### src/rtl/relwin_pkg.sv
package relwin_pkg;
    // Address map geometry
    localparam int ADDR_W = 32;
    localparam int SEL_W  = 2;
    localparam int OFF_W  = ADDR_W - SEL_W;
    localparam int DATA_W = 32;

    // Which register (if any) an access selects
    typedef enum logic [1:0] {
        REG_NONE = 2'd0,
        REG_CTRL = 2'd1,
        REG_MBAR = 2'd2,
        REG_HOLE = 2'd3
    } regsel_e;

    // Control register contents that are actually stored
    typedef struct packed {
        logic [SEL_W-1:0] base;
        logic             en;
    } win_ctrl_t;

    // Control register as seen on the bus: base at top, enable at bit 0
    function automatic logic [DATA_W-1:0] ctrl_to_word(input win_ctrl_t c);
        logic [DATA_W-1:0] w;
        w = '0;
        w[DATA_W-1 -: SEL_W] = c.base;
        w[0] = c.en;
        return w;
    endfunction

    // Bus word to stored control contents; reserved bits dropped
    function automatic win_ctrl_t word_to_ctrl(input logic [DATA_W-1:0] w);
        win_ctrl_t c;
        c.base = w[DATA_W-1 -: SEL_W];
        c.en   = w[0];
        return c;
    endfunction
endpackage

### src/rtl/relwin_match.sv
module relwin_match
    import relwin_pkg::*;
#(
    parameter logic [OFF_W-1:0] CTRL_OFF = '0,
    parameter logic [OFF_W-1:0] MBAR_OFF = OFF_W'(8)
) (
    input  logic [ADDR_W-1:0] addr,
    input  win_ctrl_t         ctrl,
    output logic              hit,
    output logic [OFF_W-1:0]  offset,
    output regsel_e           sel
);
    logic [SEL_W-1:0] top_bits;

    always_comb begin
        top_bits = addr[ADDR_W-1 -: SEL_W];
        offset   = addr[OFF_W-1:0];
        hit      = ctrl.en && (top_bits == ctrl.base);
        if (!hit)
            sel = REG_NONE;
        else if (offset == CTRL_OFF)
            sel = REG_CTRL;
        else if (offset == MBAR_OFF)
            sel = REG_MBAR;
        else
            sel = REG_HOLE;
    end
endmodule

### src/rtl/relwin_regs.sv
module relwin_regs
    import relwin_pkg::*;
#(
    parameter logic [SEL_W-1:0]  RST_BASE = SEL_W'(1),
    parameter logic              RST_EN   = 1'b1,
    parameter logic [DATA_W-1:0] MBAR_RST = '0
) (
    input  logic              clk,
    input  logic              rst,
    input  regsel_e           sel,
    input  logic              we,
    input  logic [DATA_W-1:0] wdata,
    output win_ctrl_t         ctrl,
    output logic [DATA_W-1:0] rdata
);
    logic [DATA_W-1:0] mbar_q;
    logic              wr_ctrl;
    logic              wr_mbar;

    assign wr_ctrl = we && (sel == REG_CTRL);
    assign wr_mbar = we && (sel == REG_MBAR);

    always_ff @(posedge clk) begin
        if (rst) begin
            ctrl.base <= RST_BASE;
            ctrl.en   <= RST_EN;
        end else if (wr_ctrl) begin
            ctrl <= word_to_ctrl(wdata);
        end
    end

    always_ff @(posedge clk) begin
        if (rst)
            mbar_q <= MBAR_RST;
        else if (wr_mbar)
            mbar_q <= wdata;
    end

    always_comb begin
        unique case (sel)
            REG_CTRL: rdata = ctrl_to_word(ctrl);
            REG_MBAR: rdata = mbar_q;
            default:  rdata = '0;
        endcase
    end


    ctrl_load_chk: assert property (@(posedge clk) disable iff (rst)
        wr_ctrl |=> (ctrl.base == $past(wdata[DATA_W-1 -: SEL_W])) && (ctrl.en == $past(wdata[0])));


    idle_hold_chk: assert property (@(posedge clk) disable iff (rst)
        (sel == REG_NONE || sel == REG_HOLE || !we) |=> $stable(ctrl) && $stable(mbar_q));


    mbar_load_chk: assert property (@(posedge clk) disable iff (rst)
        wr_mbar |=> mbar_q == $past(wdata));


    reserved_zero_chk: assert property (@(posedge clk) disable iff (rst)
        (sel == REG_CTRL) |-> rdata[DATA_W-SEL_W-1:1] == '0);
endmodule

### src/rtl/relwin_top.sv
module relwin_top
    import relwin_pkg::*;
#(
    parameter logic [SEL_W-1:0]  RST_BASE = SEL_W'(1),
    parameter logic              RST_EN   = 1'b1,
    parameter logic [OFF_W-1:0]  MBAR_OFF = OFF_W'(8),
    parameter logic [DATA_W-1:0] MBAR_RST = '0
) (
    input  logic              clk,
    input  logic              rst,
    input  logic [31:0]       bus_addr,
    input  logic              bus_we,
    input  logic [31:0]       bus_wdata,
    output logic [31:0]       bus_rdata,
    output logic              win_hit,
    output logic [29:0]       win_offset
);
    win_ctrl_t ctrl;
    regsel_e   sel;

    relwin_match #(
        .CTRL_OFF ('0),
        .MBAR_OFF (MBAR_OFF)
    ) u_match (
        .addr   (bus_addr),
        .ctrl   (ctrl),
        .hit    (win_hit),
        .offset (win_offset),
        .sel    (sel)
    );

    relwin_regs #(
        .RST_BASE (RST_BASE),
        .RST_EN   (RST_EN),
        .MBAR_RST (MBAR_RST)
    ) u_regs (
        .clk   (clk),
        .rst   (rst),
        .sel   (sel),
        .we    (bus_we),
        .wdata (bus_wdata),
        .ctrl  (ctrl),
        .rdata (bus_rdata)
    );


    disable_kills_hit_chk: assert property (@(posedge clk) disable iff (rst)
        (win_hit && bus_we && win_offset == '0 && !bus_wdata[0]) |=> !win_hit);


    hole_reads_zero_chk: assert property (@(posedge clk) disable iff (rst)
        (win_hit && win_offset != '0 && win_offset != MBAR_OFF) |-> bus_rdata == '0);


    miss_reads_zero_chk: assert property (@(posedge clk) disable iff (rst)
        !win_hit |-> bus_rdata == '0);
endmodule

### config.mk
export PLATFORM = sky130hd
export DESIGN_NAME = relwin_top
export DESIGN_NICKNAME = d
export VERILOG_FILES = /design/src/rtl/relwin_pkg.sv /design/src/rtl/relwin_match.sv /design/src/rtl/relwin_regs.sv /design/src/rtl/relwin_top.sv
export SDC_FILE = /design/constraint.sdc
export NUM_CORES = 1
export LEC_CHECK = 0
export BUFFER_PORTS_ARGS = -buffer_cell sky130_fd_sc_hd__buf_2
export CORE_MARGIN = 2
export CORE_UTILIZATION = 40
export DETAILED_ROUTE_END_ITERATION = 7
export GPL_ROUTABILITY_DRIVEN = 0
export HOLD_SLACK_MARGIN = 0.03
export PLACE_DENSITY_LB_ADDON = 0.3
export SETUP_SLACK_MARGIN = 0.5
export SYNTH_ARGS = -nofsm -noshare
export SYNTH_HDL_FRONTEND = slang
export SYNTH_HIERARCHICAL = 1
export SYNTH_SLANG_ARGS = --single-unit
### constraint.sdc
create_clock -name clk -period 6.2 [get_ports clk]
set_clock_uncertainty 0.05 [all_clocks]
set_input_delay 0.62 -clock clk [delete_from_list [all_inputs] [get_ports clk]]
set_output_delay 0.62 -clock clk [all_outputs]
set_load 0.01 [all_outputs]
After elaboration in Yosys (flattened, before gate mapping)
Cells that the tools add are included.
Word-level totals
  output and inout port bits: 63
  register bits: 35
  input bits: 67
Operators by class
  reduce and logical (&&, ||, !) cells: 4
  equality and inequality tests: 4
  muxes and demuxes: 4
Operators with widths (count)
  32-bit one-hot mux with 2 select lines: 1
  30-bit by 4-bit == test with 1-bit output (second input constant): 1
  30-bit logical NOT: 1
  2-bit 2-to-1 mux: 2
  1-bit logical AND: 3
  2-bit by 1-bit == test with 1-bit output (second input constant): 1
  2-bit == test: 1
  2-bit == test (second input constant): 1
  1-bit 2-to-1 mux: 1

Depth between registers and ports, before layout
  depth in word-level cells: 6
  depth in mapped cells: 10

Modules after synthesis
The synthesis kept the hierarchy.
By module, submodules not included
  relwin_regs: times used 1, area an instance 2035.7 sq um, seq. area each 700.7 sq um, cells each 200
  relwin_match: times used 1, area an instance 347.8 sq um, seq. area each 0.0 sq um, cells each 47

Worst setup path after synthesis
Ideal clock, no wire load.
  path kind: input to output
  start: in bus_addr[16]
  end: out bus_rdata[10]
  arrival: 2.272 ns
  data required time: 5.530 ns
  slack: 3.258 ns
  cell stages on the path: 9
  cells stage by stage: or4_4 nor4b_2 a31oi_1 inv_1 ha_1 buf_6 buf_6 buf_2 and2_1
Between the ends
  cells in the longest elaborated chain, start to end: 6
  elaborated cells between the ends (all ways): 8
  those cells by class: eq/ne (3); mux (4); reduce/logical (1)
Ends and longest elaborated chain
  start: declaration: RTL line relwin_top.sv:11  | input logic [31:0] bus_addr,
  30-bit by 4-bit == test with 1-bit output: RTL line relwin_match.sv:23  | else if (offset == MBAR_OFF)
  1-bit 2-to-1 mux: RTL line relwin_match.sv:23
  2-bit 2-to-1 mux *: RTL line relwin_match.sv:21  | else if (offset == CTRL_OFF)
  2-bit 2-to-1 mux *: RTL line relwin_match.sv:19  | if (!hit)
  named net sel[0]: RTL line relwin_top.sv:19  | regsel_e sel;
  2-bit == test / 2-bit by 1-bit == test with 1-bit output (equally long branches): RTL line relwin_regs.sv:40  | unique case (sel)
  32-bit one-hot mux with 2 select lines *: RTL line relwin_regs.sv:40
  end: declaration: RTL line relwin_top.sv:14  | output logic [31:0] bus_rdata,
The timed path passes the listed nets; every way through them passes the cells marked *.

Worst setup path after layout
  start: in bus_addr[16]
  end: out bus_rdata[30]
Same word-level chain as after synthesis.

==> metrics.yaml <==
drv_slew: 0
viasPerCell: 4.71
setup_viol: 0
cp_max_fo: 95
fin_nets: 401
cpPeakStageDelay_ns: 0.76
die_y_um: 81.2
synth_area_mm2: 0.00238
crit_path_end_kind: "output pin"
syn-num-nets: 316
cts_hold_buf: 0
grt_pass1_vias: 1709
cts_num_sinks: 35
pre_cts_slack_ns: 2.47
postSynth.asyncResetShare_pct: 0
synth-seq-cells: 35
synth_cell_type_count: 30
critPathSlowestCell: "ha_4"
synth_top_flop_cell: "dfxtp_1"
core_area_mm2: 0.00585
track_usage_pct: 13.9
leakage_nw: 1.27
drtIter0Drc: 31
post-route-period-util_pct: 59.2
rsz0062_at_grt: "false"
wl_per_cell_um: 11.6
synth_top_area_share_pct: 29.4
clk_latency_ns: 0.27
fmax_ghz: 0.272
cp_cell_sequence: "buf_2 -> or4_4 -> nor4b_2 -> a31oi_1 -> inv_1 -> ha_4 -> a22oi_1 -> nor2_1 -> buf_2"
antenna_found_initial: 0
avgSynthCellArea_um2: 9.65
syn_inst: 247
final_hold_viol_count: 0
relSlewSlack_pct: 34.4
critical_path.top_delay_family: "simple AND/OR/NAND/NOR gates"
cts.clk_slew.worst_paths_ns: 0.06
crit_arrival_ns: 3.00
ant_nets: 0
drc_errors: 0
cp-start-kind: "input port"
max_cap_violations: 0
placed_cells: 400
layout_min_cycle_time_ns: 3.67
post_cts_buffers: 0
rows: 28
grt_pass1_wl_um: 7270
synth_area_leaders: "dfxtp_1 (29%), a21oi_2 (11%), buf_4 (10%)"
ctsResizeCount: 0
min_path_type: "flip-flop to flip-flop"
cts_buffers: 5
layout-drive-gt1-share_pct: 61.3
fillers: 592
cts_tree: "done"
cp_data_required_time_ns: 5.53
fp.dieArea_mm2: 0.00659
via_count: 1921
routed_wirelength_um: 4730
setup.worst_path.class: "input port to output pin"
place_hpwl_um: 3250
status: "finished, final reports clean"
path_buf_inv: 3
worst_pin_slew_ns: 0.984
io_pins: 130
ir_drop_uv: 107
dr.pass1.iters: 4
seq_area_frac_synth_pct: 29.4
die_x_um: 81.2
grt_max_degree: 96
ys.warnings.count: 6
area_growth_pct: 19.3
clockBufferDepth: 2
grt_overflow: 0
clockRootBuffer: "clkbuf_8"
fin_ws_ns: 2.53
initial_core_util_pct: 40.7
tns_ns: 0
holdWs_ns: 0.443
seqCellArea_um2: 701
synth_edf_count: 0
htreeDepth: 2
yosysTopAreaCell: "dfxtp_1"
antenna-diode-count: 0
powerDensity_mw_per_mm2: 190
crit_top_cell: "buf_2"
instances_no_fill: 408
multiInputGateArea_mm2: 0.00128
io_buffer_count: 129
-- power by group --
part	switching, mW	internal, mW
clock	0.0760	0.101
combinational	0.0709	0.0534
sequential	0.00464	0.235
total	0.152	0.390
-- sequential cells by signal (all words and copies together), names as in the netlist --
signal         cells
u_regs/ctrl        3
u_regs/mbar_q     32
-- Yosys cell counts (3+ instances only) --
library cell,count
and2_1,29
a22oi_1,3
buf_4,33
buf_6,6
nand3_2,20
a21oi_2,31
nor4_1,4
nand3_1,12
buf_2,9
nor2_1,4
inv_1,3
nand2b_1,3
dfxtp_1,35
a21bo_1,18
a21bo_2,13
-- layout by cell type, fill, tap and decap left out, drive strengths merged --
master	n
a31oi	2
or4	3
nor2	4
and3	2
and4	1
buf	130
nor4	4
and2	29
inv	3
ha	2
nand2	2
mux2i	2
a211o	2
a21oi	31
nand2b	3
nor3	1
dfxtp	35
a21bo	31
a22oi	3
nor4b	1
nand3	32
xnor2	2
clkbuf	8
-- kinds of logic after synthesis --
logic type	after synthesis	synth area share, %
compound gates	69	26.6
xor+xnor	2	0.735
fa+ha+maj	2	1.05
buf+inv	55	17.2
flops	35	29.4
mux	2	0.840
simple gates	82	24.1
-- tightest hold or removal path, delay by kind of cell, from the launching register on --
kind / cells / cell delay [ns]
mux: 1 / 0.06
simple gates: 1 / 0.06
flops: 1 / 0.32
-- routing by layer --
| layer | part of all wire (%) | global-route usage, % |
|---|---|---|
| met4 | 0.72 | 5.08 |
| met2 | 49 | 25.1 |
| met1 | 44 | 16.3 |
| met3 | 5.8 | 2.56 |
| met5 | 0 | 0 |
-- through the flow --
stage               total power [mW]  util [%]  instance area, µm²
CTS                            0.552      48.6                2840
floorplan                      0.347         -                2380
detailed placement             0.371      46.9                2740
global route                   0.574      48.6                2840
global placement               0.369      46.9                2740
finish                         0.541      48.6                2840
-- layout make-up --
class	count	area share, %
sequential	35	24.6
inverter	3	0.396
multi-input combinational	157	45.2
tap	75	3.30
timing repair buffer	130	23.0
clock buffer	8	3.52
-- worst paths after layout --
path	startpoint	to	slack (ns)	depth (start not counted)
worst min register to register	u_regs/mbar_q[31]	u_regs/mbar_q[31]	0.44	2
worst max register to register	u_regs/ctrl[2]	u_regs/mbar_q[16]	3.88	6
worst max-delay path	bus_addr[16]	bus_rdata[30]	2.53	9
worst min-delay path	u_regs/mbar_q[31]	u_regs/mbar_q[31]	0.44	2
(Power assumes the default switching activity.)
